===== src/rtl/mbus_pkg.sv =====
package mbus_pkg;

  typedef enum logic [2:0] {
    KIND_OPF  = 3'd0,
    KIND_MRD  = 3'd1,
    KIND_MWR  = 3'd2,
    KIND_IORD = 3'd3,
    KIND_IOWR = 3'd4
  } cycKind_e;

  typedef enum logic [2:0] {
    ST_IDLE = 3'd0,
    ST_T1   = 3'd1,
    ST_T2   = 3'd2,
    ST_WAIT = 3'd3,
    ST_HOLD = 3'd4,
    ST_T3   = 3'd5,
    ST_T4   = 3'd6
  } tState_e;

  // strobes from control to datapath, one clock each
  typedef struct packed {
    logic accept;
    logic addrPhase;
    logic readStrobe;
    logic writeStrobe;
    logic capture;
    logic floatBus;
  } dpStrobe_t;

  function automatic logic kindValid(input logic [2:0] k);
    return k <= 3'd4;
  endfunction

  function automatic logic isWrite(input cycKind_e k);
    return (k == KIND_MWR) || (k == KIND_IOWR);
  endfunction

  function automatic logic isRead(input cycKind_e k);
    return (k == KIND_OPF) || (k == KIND_MRD) || (k == KIND_IORD);
  endfunction

  function automatic logic isIo(input cycKind_e k);
    return (k == KIND_IORD) || (k == KIND_IOWR);
  endfunction

  // {ioM, s1, s0}
  function automatic logic [2:0] statusOf(input cycKind_e k);
    case (k)
      KIND_OPF:  return 3'b011;
      KIND_MRD:  return 3'b010;
      KIND_MWR:  return 3'b001;
      KIND_IORD: return 3'b110;
      KIND_IOWR: return 3'b101;
      default:   return 3'b000;
    endcase
  endfunction

endpackage


===== src/rtl/mbus_ctrl.sv =====
module mbus_ctrl
  import mbus_pkg::*;
(
  input  logic       clk,
  input  logic       rstN,
  input  logic       reqValid,
  input  logic [2:0] reqKind,
  input  cycKind_e   curKind,
  input  logic       ready,
  input  logic       hold,
  output dpStrobe_t  strobe,
  output logic       busy,
  output logic       done
);

  tState_e state, stateNext;
  logic    startOk;

  assign startOk = reqValid && kindValid(reqKind);

  always_ff @(posedge clk) begin
    if (!rstN) state <= ST_IDLE;
    else       state <= stateNext;
  end

  always_comb begin
    stateNext = state;
    case (state)
      ST_IDLE: if (startOk) stateNext = ST_T1;
      ST_T1:   stateNext = ST_T2;
      ST_T2, ST_WAIT: begin
        if (hold)        stateNext = ST_HOLD;
        else if (!ready) stateNext = ST_WAIT;
        else             stateNext = ST_T3;
      end
      ST_HOLD: if (!hold) stateNext = ST_T2;
      ST_T3:   stateNext = (curKind == KIND_OPF) ? ST_T4 : ST_IDLE;
      ST_T4:   stateNext = ST_IDLE;
      default: stateNext = ST_IDLE;
    endcase
  end

  logic strobePhase;
  assign strobePhase = (state == ST_T2) || (state == ST_WAIT);

  always_comb begin
    strobe             = '0;
    strobe.accept      = (state == ST_IDLE) && startOk;
    strobe.addrPhase   = (state == ST_T1);
    strobe.readStrobe  = strobePhase && isRead(curKind);
    strobe.writeStrobe = (strobePhase || (state == ST_T3)) && isWrite(curKind);
    strobe.capture     = (state == ST_T3) && isRead(curKind);
    strobe.floatBus    = (state == ST_HOLD);
  end

  assign busy = (state != ST_IDLE);
  assign done = ((state == ST_T3) && (curKind != KIND_OPF)) || (state == ST_T4);

endmodule


===== src/rtl/mbus_datapath.sv =====
module mbus_datapath
  import mbus_pkg::*;
#(
  parameter int ADDR_W = 16,
  parameter int DATA_W = 8
) (
  input  logic                      clk,
  input  logic                      rstN,
  input  dpStrobe_t                 strobe,
  input  logic [2:0]                reqKind,
  input  logic [ADDR_W-1:0]         reqAddr,
  input  logic [DATA_W-1:0]         reqWrData,
  input  logic [DATA_W-1:0]         adIn,
  output cycKind_e                  curKind,
  output logic [ADDR_W-DATA_W-1:0]  addrHi,
  output logic [DATA_W-1:0]         adOut,
  output logic                      adOe,
  output logic                      busOe,
  output logic                      ale,
  output logic                      rdN,
  output logic                      wrN,
  output logic                      ioM,
  output logic                      s1,
  output logic                      s0,
  output logic [DATA_W-1:0]         rdData
);

  localparam int HI_W = ADDR_W - DATA_W;

  cycKind_e          kindQ;
  logic [ADDR_W-1:0] addrQ;
  logic [DATA_W-1:0] wdQ;
  logic [2:0]        statusQ;
  logic [DATA_W-1:0] rdQ;

  always_ff @(posedge clk) begin
    if (!rstN) begin
      kindQ   <= KIND_MRD;
      addrQ   <= '0;
      wdQ     <= '0;
      statusQ <= 3'b000;
      rdQ     <= '0;
    end else begin
      if (strobe.accept) begin
        kindQ   <= cycKind_e'(reqKind);
        addrQ   <= reqAddr;
        wdQ     <= reqWrData;
        statusQ <= statusOf(cycKind_e'(reqKind));
      end
      if (strobe.capture) rdQ <= adIn;
    end
  end

  // port number copied to the upper lane, width-matched
  logic [DATA_W-1:0] portNum;
  logic [HI_W-1:0]   portHi;
  assign portNum = addrQ[DATA_W-1:0];

  generate
    if (HI_W == DATA_W) begin : g_hiEq
      assign portHi = portNum;
    end else if (HI_W > DATA_W) begin : g_hiWide
      assign portHi = {{(HI_W-DATA_W){1'b0}}, portNum};
    end else begin : g_hiNarrow
      assign portHi = portNum[HI_W-1:0];
    end
  endgenerate

  logic ioCyc;
  assign ioCyc  = isIo(kindQ);

  assign curKind = kindQ;
  assign addrHi  = ioCyc ? portHi : addrQ[ADDR_W-1:DATA_W];
  assign adOut   = strobe.addrPhase ? portNum : wdQ;
  assign adOe    = strobe.addrPhase || strobe.writeStrobe;
  assign busOe   = !strobe.floatBus;
  assign ale     = strobe.addrPhase;
  assign rdN     = !strobe.readStrobe;
  assign wrN     = !strobe.writeStrobe;
  assign {ioM, s1, s0} = statusQ;
  assign rdData  = rdQ;

endmodule


===== src/rtl/mbus_cycle_ctrl.sv =====
module mbus_cycle_ctrl
  import mbus_pkg::*;
#(
  parameter int ADDR_W = 16,
  parameter int DATA_W = 8
) (
  input  logic                     clk,
  input  logic                     rstN,
  input  logic                     reqValid,
  input  logic [2:0]               reqKind,
  input  logic [ADDR_W-1:0]        reqAddr,
  input  logic [DATA_W-1:0]        reqWrData,
  output logic                     busy,
  output logic                     done,
  output logic [DATA_W-1:0]        rdData,
  input  logic                     ready,
  input  logic                     hold,
  output logic [ADDR_W-DATA_W-1:0] addrHi,
  output logic [DATA_W-1:0]        adOut,
  input  logic [DATA_W-1:0]        adIn,
  output logic                     adOe,
  output logic                     busOe,
  output logic                     ale,
  output logic                     rdN,
  output logic                     wrN,
  output logic                     ioM,
  output logic                     s1,
  output logic                     s0
);

  dpStrobe_t strobe;
  cycKind_e  curKind;

  mbus_ctrl ctrl_i (
    .clk(clk), .rstN(rstN), .reqValid(reqValid), .reqKind(reqKind),
    .curKind(curKind), .ready(ready), .hold(hold), .strobe(strobe),
    .busy(busy), .done(done)
  );

  mbus_datapath #(.ADDR_W(ADDR_W), .DATA_W(DATA_W)) dp_i (
    .clk(clk), .rstN(rstN), .strobe(strobe), .reqKind(reqKind),
    .reqAddr(reqAddr), .reqWrData(reqWrData), .adIn(adIn),
    .curKind(curKind), .addrHi(addrHi), .adOut(adOut), .adOe(adOe),
    .busOe(busOe), .ale(ale), .rdN(rdN), .wrN(wrN),
    .ioM(ioM), .s1(s1), .s0(s0), .rdData(rdData)
  );

endmodule


===== config.mk =====
export PLATFORM = sky130hd
export DESIGN_NAME = mbus_cycle_ctrl
export DESIGN_NICKNAME = d
export VERILOG_FILES = /design/src/rtl/mbus_pkg.sv /design/src/rtl/mbus_ctrl.sv /design/src/rtl/mbus_datapath.sv /design/src/rtl/mbus_cycle_ctrl.sv
export SDC_FILE = /design/constraint.sdc
export NUM_CORES = 1
export LEC_CHECK = 0
export ABC_AREA = 1
export BUFFER_PORTS_ARGS = -buffer_cell sky130_fd_sc_hd__clkbuf_2
export CORE_UTILIZATION = 50
export CTS_CLUSTER_SIZE = 28
export DETAILED_ROUTE_END_ITERATION = 16
export PLACE_DENSITY = 0.82
export SKIP_LAST_GASP = 1
export SLEW_MARGIN = 20
export SYNTH_ARGS = -nofsm -noshare
export SYNTH_HDL_FRONTEND = slang
export SYNTH_SLANG_ARGS = --single-unit
export TNS_END_PERCENT = 30

===== constraint.sdc =====
create_clock -name clk -period 3.55 [get_ports clk]
set_clock_uncertainty 0.05 [all_clocks]
set_input_delay 0.71 -clock clk [delete_from_list [all_inputs] [get_ports clk]]
set_output_delay 0.71 -clock clk [all_outputs]
set_load 0.01 [all_outputs]

After elaboration in Yosys (flattened, before gate mapping)
Cells that the tools add are included.

word-level totals
  register bits = 41
  output and inout port bits = 34
  word-level logic and storage cells = 56

operators by class
  $lt $le $gt $ge = 1
  eq/ne operators = 16
  mux-type cells = 9
  reduce and logical (&&, ||, !) cells = 24

operators by type and width
  kind                                                    count
  one-hot mux 3 bit (5 select lines)                      2
  == test 3 x 2 -> 1 bit (second input constant)          6
  2-to-1 mux 8 bit                                        2
  == test 3 bit (second input constant)                   5
  2-to-1 mux 3 bit                                        5
  == test 3 x 1 -> 1 bit (second input constant)          3
  zero test 3 bit                                         3
  logical OR 1 bit                                        8
  logical AND 1 bit                                       6
  nonzero test 3 bit                                      2
  less-or-equal comparator 3 bit (second input constant)  1
  zero test 1 bit                                         3
  != test 2 x 1 -> 1 bit (second input constant)          1
  != test 2 bit (second input constant)                   1
  AND reduction 2 bit                                     1
  OR reduction 2 bit                                      1

Depth between registers and ports, before layout
Gate-level depths: netlist (run 1).

  word-level depth = 5
  depth in mapped cells = 8
  mapped depth without buffers = 8

Modules after synthesis
From an unflattened synthesis (run 1), not the netlist that was laid out.

unflattened totals
  cells, all modules = 278
  area total of the unflattened synthesis = 1869.3 um^2

modules (own cells, without submodules)
  module         times used  cells an instance  area an instance (um^2)  sequential area each (um^2)
  mbus_datapath  1           229                1604.0                   760.7
  mbus_ctrl      1           49                 265.3                    60.1

Worst setup path after synthesis (run 1)
OpenSTA, ideal clock, no wires.

  path kind = register -> output
  start point = register dp_i.kindQ[0] (netlist: dp_i.curKind[0])
  end point = output port addrHi[0]
  arrival = 1104 ps
  data required time = 2790 ps
  setup slack = 1686 ps
  cell stages (with the launch flop) = 5
  buffers on the path = 1
  path through = dfxtp_1 o21ai_1 nand2_1 clkbuf_1 o21ai_0

on the way
  word-level cells in the longest chain between the ends = 3
  elaborated cells between the ends (all ways) = 4

RTL lines
  element                                                  line                   source
  start, declared                                          mbus_datapath.sv:30    cycKind_e kindQ;
  start signal, assigned                                   mbus_datapath.sv:45    kindQ <= cycKind_e'(reqKind);
  == test 3 x 2 -> 1 bit or == test 3 bit (tied branches)  mbus_pkg.sv:44         return (k == KIND_IORD) || (k == KIND_IOWR);
  logical OR 1 bit *                                       mbus_pkg.sv:44
  2-to-1 mux 8 bit *                                       mbus_datapath.sv:73    assign addrHi = ioCyc ? portHi : addrQ[ADDR_W-1:DATA_W];
  end, declared                                            mbus_cycle_ctrl.sv:18  output logic [ADDR_W-DATA_W-1:0] addrHi,

Mark *: on every way between the ends. The rest lies on a longest branch, timed or not.

Worst setup path after layout (run 1)
  start point = register dp_i.kindQ[1] (netlist: dp_i.curKind[1])
  end point = output port adOe

on the way
  word-level cells in the longest chain between the ends = 4
  elaborated cells between the ends (all ways) = 5

RTL lines
  element                                                  line                   source
  == test 3 x 2 -> 1 bit or == test 3 bit (tied branches)  mbus_pkg.sv:36         return (k == KIND_MWR) || (k == KIND_IOWR);
  logical OR 1 bit *                                       mbus_pkg.sv:36
  logical AND 1 bit *                                      mbus_ctrl.sv:51        strobe.writeStrobe = (strobePhase || (state == ST_T3)) && isWrite(curKind);
  logical OR 1 bit *                                       mbus_datapath.sv:75    assign adOe = strobe.addrPhase || strobe.writeStrobe;
  end, declared                                            mbus_cycle_ctrl.sv:21  output logic adOe,

Marks and branches as above.

==> impl_metrics.csv, run 1 <==
group,metric,value,unit
status,outcome,"finished, final reports clean",
place,placed_cell_area,2186,µm²
cells_and_area,final_cells,382,
synthesis,synthesis.area_per_instance,6.896,µm²
synthesis,syn-cell-area,1848,µm²
clock_tree,cts_repair_resize_count,0,
timing,worst-slew-pin-transition,0.7422,ns
cells_and_area,n_antenna_cell,0,
die,die_h,62.80,µm
clock_tree,clk-insertion-delay-late,0.29,ns
place,pre_cts_slack,1.366,ns
clock_tree,cts.path.max_buffers,2,
timing,worst_slew_margin_rel,50.19,%
timing,final_max_slew_viol_count,0,
route,vias_per_cell,4.846,
cells_and_area,area_growth_syn_to_layout,22.61,%
global_route,grt.overflow.total,0,
clock_tree,clock_sinks,41,
setup_path,setup.worst_path.class,"register to output pin",
setup_path,start_kind,"register",
place,final_wtd_congestion,0.7903,
setup_path,crit_fanout,11,
timing,finalSetupTns,0,ns
global_route,grt_pass1_wl,6851,µm
clock_tree,post_cts_hold_buffer_count,0,
place,count_of_buffers_inserted_at_the_top_level_ports,73,
synthesis,ys_types,20,
route,drt_wl_total,4187,µm
clock_tree,cts.root.buffer_cell,"clkbuf_8",
timing,number_of_setup_violations_in_the_final_report,0,
clock_tree,numCtsBuffers,5,
synthesis,ys_seq_elements,41,
global_route,grt_max_degree,39,
route,routedWlPerCell,10.96,µm
die,die_w,62.80,µm
clock_tree,cts_tree,"built",
clock_tree,clkSlewWorstSetupHoldPaths,0.07,ns
global_route,grt_usage,22.15,%
clock_tree,postCtsSetupRepairBufs,0,
setup_path,type_of_element_capturing_the_critical_path,"output pin",
die,rows,21,
power_and_ir_drop,power.ir.vdd_worst,274.8,µV
timing,finalHoldViolations,0,
synthesis,synth-seq-area-share,44.41,%
die,num_io_pins,74,
route,antenna_left,0,
synthesis,yosysWarningCount,0,
job,max_cap_violations,0,
worst_hold_path,class_of_the_tightest_hold_or_removal_check,"register to register",
die,design.die.area,3943,µm²
timing,post-route-min-period,2.512,ns
global_route,grt_pass1_vias,1624,
power_and_ir_drop,leakage,0.001147,µW
setup_path,worst-endpoint-arrival,1.75,ns
cells_and_area,fin_nets,375,
route,drc,0,
route,drt_first_pass_iters,4,
synthesis,synthCells,268,
timing,postLayoutSetupSlackWorst,1.038,ns
power_and_ir_drop,fin_total_pwr,1063,µW
synthesis,synth_fp_nets,308,
place,placed_instances,374,
global_route,initial_antenna_violation_count,0,
power_and_ir_drop,power.density_cell_area,469.2,nW/µm²
place,post-dp-hpwl,2948,µm
clock_tree,cts.htree.levels,2,
die,initial_core_util,53.69,%
route,vias,1851,
timing,unrepaired_setup_endpoints_after_global_routing,"no",
route,drt_iter0_drc,74,
timing,top_achievable_clock_speed,0.3980,GHz
setup_path,crit_required,2.79,ns
cells_and_area,postLayoutCellArea,2266,µm²
cells_and_area,drive_above_1_share,25.89,%
timing,timing.final.crit_share,70.77,%
die,floorplan.core_area,3442,µm²
critical path: stages, from the launching register on:
cell and delay, ns:
dfxtp_1 0.40, inv_1 0.06, o21ai_1 0.58, nand3_1 0.19, nand2_1 0.10, clkbuf_2 0.14
power by group:
| part | leakage [µW] | internal [µW] | switching, µW |
|---|---|---|---|
| registers | 0.000336 | 501 | 25.6 |
| logic | 0.000771 | 91.1 | 157 |
| clock network | 0.0000395 | 140 | 149 |
cell families (layout without fill, tap and decap cells):
kind of cell,count (synthesis),after routing,share of synthesized area [%]
buffers and inverters,34,102,8.869
AOI/OAI and AO/OA,59,59,15.98
and+or+nand+nor,134,134,30.74
DFF,41,41,44.41
path summary, 6_finish.rpt:
kind                            cells past startpoint  slack (ns)                            to                    startpoint
worst max register to register                      5        1.91   dp_i.rdData[7]$_SDFFE_PN0P_  dp_i.curKind[1]$_SDFFE_PN0P_
worst max-delay path                                5        1.04                          adOe  dp_i.curKind[1]$_SDFFE_PN0P_
worst min-delay path                                2        0.41  dp_i.statusQ[1]$_SDFFE_PN0P_  dp_i.statusQ[1]$_SDFFE_PN0P_
worst min register to register                      2        0.41  dp_i.statusQ[1]$_SDFFE_PN0P_  dp_i.statusQ[1]$_SDFFE_PN0P_
layout by cell type, fill, tap and decap left out, drive strengths merged:
cell and instances:
clkbuf 81, nor2 70, o21ai 55, nand2 44, dfxtp 41, inv 21
nor3 9, nand3 9, a21oi 4, or2 1, and2 1
cells in the mapped netlist, drive strengths merged:
master,count,area (µm²)
a21oi,4,20.02
clkbuf,5,18.77
or2,1,6.260
and2,1,6.260
nand2,44,170.2
buf,8,66.31
o21ai,55,275.3
inv,21,78.82
nand3,9,57.56
dfxtp,41,820.8
nor3,9,45.04
nor2,70,282.8
through the flow:
stage,hold slack [ns],util (%)
3_5_place_dp,0.4064,63.50
5_1_grt,0.4413,65.83
3_3_place_gp,0.4038,63.50
4_1_cts,0.4170,65.83
2_1_floorplan,0.4114,-
6_report,0.4147,65.83
sequential cells by signal, indices dropped and copies added, names as in the netlist:
name,count
dp_i.addrQ,16
dp_i.rdData,8
dp_i.wdQ,8
ctrl_i.state,3
dp_i.curKind,3
dp_i.statusQ,3
cell type report:
cell class | count | area (µm²)
Fill cell | 318 | 1176
Timing Repair Buffer | 73 | 365.4
Inverter | 21 | 78.83
Clock buffer | 8 | 80.08
Sequential cell | 41 | 820.8
Multi-Input combinational cell | 193 | 863.3
Tap cell | 46 | 57.56
metal layers:
metal,GRT usage [%],wire [µm],vias up
li1,-,-,987
met1,25.20,1901,804
met2,38.86,2000,55
met3,6.752,243,5
met4,7.849,42,0
met5,0,0,-
No activity file was read; power rests on OpenSTA's default activity.
==> inputs of run 2 (changes only) <==
Settings changed: CORE_UTILIZATION 50 to 43, PLACE_DENSITY 0.82 to 0.75.
Clock period 3.55 ns to 2.04 ns, I/O delays scaled along.
==> run 2 against run 1 <==
Effect of this change: power increased by 92%; setup slack worse by 0.93 ns; highest routed layer unchanged; utilization shrank 7.6 points.
==> impl_metrics.csv, run 2 (same netlist as run 1, synthesis figures left out) <==
group,metric,value,unit
status,outcome,"finished, final reports clean",
cells_and_area,layout.cells.most_common,"clkbuf_2",
timing,top_achievable_clock_speed,0.5183,GHz
global_route,grt_pass1_vias,1646,
place,placed_cell_area,2236,µm²
timing,worst-slew-pin-transition,0.4346,ns
global_route,grt_pass1_wl,7093,µm
route,routedWlPerCell,11.32,µm
setup_path,type_of_element_capturing_the_critical_path,"output pin",
timing,post-route-min-period,1.929,ns
route,vias_per_cell,4.855,
clock_tree,postCtsSetupRepairBufs,0,
route,antenna_left,0,
timing,fin_worst_hold_slack,0.2823,ns
global_route,grt_usage,20.76,%
global_route,grt_max_degree,29,
setup_path,crit_required,1.58,ns
route,drc,0,
cells_and_area,drive_above_1_share,28.36,%
route,drt_wl_total,4439,µm
clock_tree,numCtsBuffers,5,
cells_and_area,flip_flop_count_of_the_largest_register_all_copies_and_words_added,16,
die,initial_core_util,45.54,%
cells_and_area,n_antenna_cell,0,
die,num_io_pins,74,
die,die_h,67.56,µm
clock_tree,clkSlewWorstSetupHoldPaths,0.08,ns
timing,number_of_setup_violations_in_the_final_report,0,
power_and_ir_drop,power.density_cell_area,863.2,nW/µm²
timing,finalHoldViolations,0,
timing,unrepaired_setup_endpoints_after_global_routing,"no",
timing,worst_slew_margin_rel,71.03,%
timing,finalSetupTns,0,ns
die,die_w,67.56,µm
die,design.die.area,4564,µm²
cells_and_area,fin_nets,381,
route,drt_first_pass_iters,4,
place,post-dp-hpwl,3231,µm
clock_tree,cts.root.buffer_cell,"clkbuf_8",
power_and_ir_drop,leakage,0.001198,µW
route,drt_iter0_drc,66,
setup_path,worst-endpoint-arrival,1.47,ns
route,vias,1903,
clock_tree,clk-insertion-delay-late,0.29,ns
place,final_wtd_congestion,0.8098,
timing,timing.final.crit_share,94.57,%
die,floorplan.core_area,4058,µm²
clock_tree,clock_sinks,41,
setup_path,crit_fanout,10,
clock_tree,cts.htree.levels,2,
job,max_cap_violations,0,
cells_and_area,area_growth_syn_to_layout,27.89,%
power_and_ir_drop,power.ir.vdd_worst,440.7,µV
global_route,initial_antenna_violation_count,0,
setup_path,start_kind,"register",
global_route,grt.overflow.total,0,
place,count_of_buffers_inserted_at_the_top_level_ports,73,
cells_and_area,postLayoutCellArea,2364,µm²
clock_tree,cts.path.max_buffers,2,
timing,final_max_slew_viol_count,0,
clock_tree,cts_tree,"built",
setup_path,setup.worst_path.class,"register to output pin",
clock_tree,post_cts_hold_buffer_count,0,
cells_and_area,regMostFlops,"dp_i.addrQ",
die,rows,23,
cells_and_area,layout.cells.most_common_list,"73 x clkbuf_2, 66 x nor2_1, 41 x nand2_1, 41 x dfxtp_1, 29 x o21ai_0",
worst_hold_path,class_of_the_tightest_hold_or_removal_check,"input port to register",
==> run 2: changes by cell type in the layout (fill, tap and decap cells not counted) <==
cell       change
o21ai_2        +1
bufinv_16      +1
clkbuf_8       +1
clkbuf_1       -2
o21ai_1        -1
buf_4          +6
nand2_1        -1
nand2_4        +1
==> run 2: layout make-up <==
class                      instances  area (µm²)
inverter                          21       78.83
sequential                        41       820.8
clock buffer                       7       86.33
clock inverter                     1       30.03
timing repair buffer              79       410.4
fill                             422        1694
multi-input combinational        193       874.6
tap                               50       62.56
==> run 2: metal layers <==
layer | GRT usage, % | part of all wire (%) | up-vias
li1 | - | - | 996
met1 | 23.89 | 44 | 833
met2 | 36.14 | 47 | 69
met3 | 5.574 | 7.1 | 5
met4 | 7.979 | 1.1 | 0
met5 | 0 | 0 | -
==> run 2: what timing repair did <==
item,4_1_cts,5_1_grt
pin swaps,0,0
resized for setup,1,2
setup endpoints to repair,5,4
==> run 2: power breakdown <==
| group | switching, µW | total [µW] | internal [µW] |
|---|---|---|---|
| logic | 277 | 449 | 172 |
| registers | 46.7 | 918 | 871 |
| clock network | 274 | 673 | 399 |
| total | 598 | 2040 | 1440 |
==> run 2: critical path, cell delays in order, from the launching register on <==
cell      delay [ns]
dfxtp_1         0.48
nand3_1         0.17
buf_4           0.20
o21ai_0         0.17
clkbuf_2        0.16
==> run 2: path summary, 6_finish.rpt <==
kind / startpoint / to / slack [ns] / depth (start not counted)
max: ctrl_i.state[2]$_SDFFE_PN0P_ / done / 0.11 / 4
max reg2reg: ctrl_i.state[2]$_SDFFE_PN0P_ / dp_i.rdData[2]$_SDFFE_PN0P_ / 0.59 / 5
min: reqAddr[15] / dp_i.addrQ[15]$_SDFFE_PN0P_ / 0.28 / 3
min reg2reg: dp_i.statusQ[1]$_SDFFE_PN0P_ / dp_i.statusQ[1]$_SDFFE_PN0P_ / 0.42 / 2
==> run 2: through the flow <==
| step | util, % | worst slack [ns] | power, µW | cells |
|---|---|---|---|---|
| after floorplan | - | 0.4785 | 1225 | 268 |
| after global placement | 55.10 | 0.3193 | 1374 | 384 |
| after detailed placement | 55.10 | 0.2672 | 1381 | 384 |
| after CTS | 58.03 | 0.05863 | 2055 | 392 |
| after global routing | 58.25 | 0.004650 | 2164 | 392 |
| final | 58.25 | 0.1107 | 2040 | 392 |
==> inputs of run 3 (changes only) <==
Settings changed: RECOVER_POWER from default to 25.
==> run 3 against run 2 <==
Effect of this change: sequential power barely moved; sequential share of layout area up 0.39 points; design area shrank 1.1%; worst hold slack about the same; routed wire length about the same; setup slack hardly changed; die area unchanged; utilization shrank 0.65 points; via count shrank 0.32%; cell count is the same; critical path type unchanged; largest power group unchanged.
==> impl_metrics.csv, run 3 (same netlist as run 1, synthesis figures left out) <==
group,metric,value,unit
power_and_ir_drop,power.density_cell_area,868.9,nW/µm²
die,rows,23,
global_route,grt_pass1_vias,1646,
clock_tree,clock_sinks,41,
cells_and_area,regArea,820.8,µm²
setup_path,cpLargestDelayFamily,"flip-flops",
cells_and_area,drive_above_1_share,23.98,%
timing,unrepaired_setup_endpoints_after_global_routing,"no",
timing,fin_worst_hold_slack,0.2820,ns
cells_and_area,flip_flop_count_of_the_largest_register_all_copies_and_words_added,16,
timing,finalHoldViolations,0,
global_route,grt_usage,20.76,%
clock_tree,post_cts_hold_buffer_count,0,
clock_tree,numCtsBuffers,5,
timing,worst-slew-pin-transition,0.6777,ns
timing,worst_slew_margin_rel,54.82,%
die,design.die.area,4564,µm²
power_and_ir_drop,power.ir.vdd_worst,440.4,µV
place,final_wtd_congestion,0.8098,
job,max_cap_violations,0,
status,outcome,"finished, final reports clean",
timing,finalSetupTns,0,ns
route,vias,1897,
clock_tree,postCtsSetupRepairBufs,0,
global_route,grt_max_degree,29,
route,routedWlPerCell,11.33,µm
cells_and_area,layout.cells.most_common,"nor2_1",
setup_path,timing.critical_path.cells,"nand3_1, buf_4, o21ai_0, clkbuf_2",
die,num_io_pins,74,
die,die_h,67.56,µm
global_route,grt_pass1_wl,7093,µm
route,drt_first_pass_iters,4,
setup_path,crit_fanout,10,
clock_tree,cts.root.buffer_cell,"clkbuf_8",
setup_path,worst-endpoint-arrival,1.47,ns
global_route,grt.overflow.total,0,
timing,number_of_setup_violations_in_the_final_report,0,
clock_tree,cts_repair_resize_count,1,
cells_and_area,multi_input_combinational_cell_area,869.6,µm²
setup_path,cp_num_buf_inv,2,
route,drc,0,
cells_and_area,layout.cells.most_common_list,"67 x nor2_1, 62 x clkbuf_2, 42 x nand2_1",
timing,timing.final.crit_share,94.57,%
setup_path,type_of_element_capturing_the_critical_path,"output pin",
clock_tree,clkSlewWorstSetupHoldPaths,0.08,ns
cells_and_area,fillCellCount,430,
cells_and_area,fin_nets,381,
power_and_ir_drop,leakage,0.001152,µW
setup_path,setup.worst_path.class,"register to output pin",
power_and_ir_drop,fin_total_pwr,2031,µW
die,die_w,67.56,µm
place,count_of_buffers_inserted_at_the_top_level_ports,73,
worst_hold_path,class_of_the_tightest_hold_or_removal_check,"input port to register",
setup_path,crit_required,1.58,ns
clock_tree,clk-insertion-delay-late,0.29,ns
route,drt_wl_total,4441,µm
route,drt_iter0_drc,77,
clock_tree,cts.htree.levels,2,
global_route,initial_antenna_violation_count,0,
die,initial_core_util,45.54,%
setup_path,cpPeakStageDelay,0.48,ns
die,floorplan.core_area,4058,µm²
timing,top_achievable_clock_speed,0.5183,GHz
cells_and_area,final_core_util,57.60,%
setup_path,start_kind,"register",
cells_and_area,regMostFlops,"dp_i.addrQ",
route,vias_per_cell,4.839,
timing,final_max_slew_viol_count,0,
cells_and_area,n_antenna_cell,0,
setup_path,timing.critical_path.slowest_stage_cell,"dfxtp_1",
route,antenna_left,0,
timing,post-route-min-period,1.929,ns
clock_tree,cts_tree,"built",
clock_tree,cts.path.max_buffers,2,
cells_and_area,area_growth_syn_to_layout,26.47,%
place,post-dp-hpwl,3231,µm
-- run 3: per-layer routing --
metal	vias to the layer above	GRT usage [%]	share of wire, %
li1	998	-	-
met1	833	23.89	45
met2	61	36.14	47
met3	5	5.574	6.5
met4	0	7.979	1.1
met5	-	0	0
-- run 3: final timing paths --
kind	cells after the start	startpoint	slack, ns	endpoint
max	4	ctrl_i.state[2]$_SDFFE_PN0P_	0.11	done
min	3	reqAddr[15]	0.28	dp_i.addrQ[15]$_SDFFE_PN0P_
max reg2reg	7	ctrl_i.state[2]$_SDFFE_PN0P_	0.27	dp_i.statusQ[0]$_SDFFE_PN0P_
min reg2reg	2	dp_i.statusQ[1]$_SDFFE_PN0P_	0.42	dp_i.statusQ[1]$_SDFFE_PN0P_
-- run 3: per-stage QoR --
stage	setup WS (ns)	std cells	instance area (µm²)
6_report	0.1108	392	2337
3_5_place_dp	0.2672	384	2236
3_3_place_gp	0.3193	384	2236
4_1_cts	0.05863	392	2355
2_1_floorplan	0.4785	268	1848
5_1_grt	0.01187	392	2337
-- run 3: final cells by class --
| class | instances | area share (%) |
|---|---|---|
| clock buffers | 7 | 3.694 |
| repair buffers | 79 | 16.65 |
| multi-input cells | 193 | 37.21 |
| flip-flops and latches | 41 | 35.12 |
| inverters | 21 | 3.373 |
| clock inverters | 1 | 1.285 |
| well taps | 50 | 2.677 |
-- run 3: tightest hold or removal path: stages --
cell and delay [ns]:
clkbuf_2 0.07, nor2_1 0.03, nor2_1 0.08
-- run 3: where the power goes --
group / leakage [µW] / internal (µW) / switching [µW] / total [µW]
combinational: 0.000757 / 164 / 276 / 440
sequential: 0.000336 / 871 / 46.3 / 918
clock: 0.0000585 / 399 / 275 / 674
total: 0.00115 / 1430 / 597 / 2030
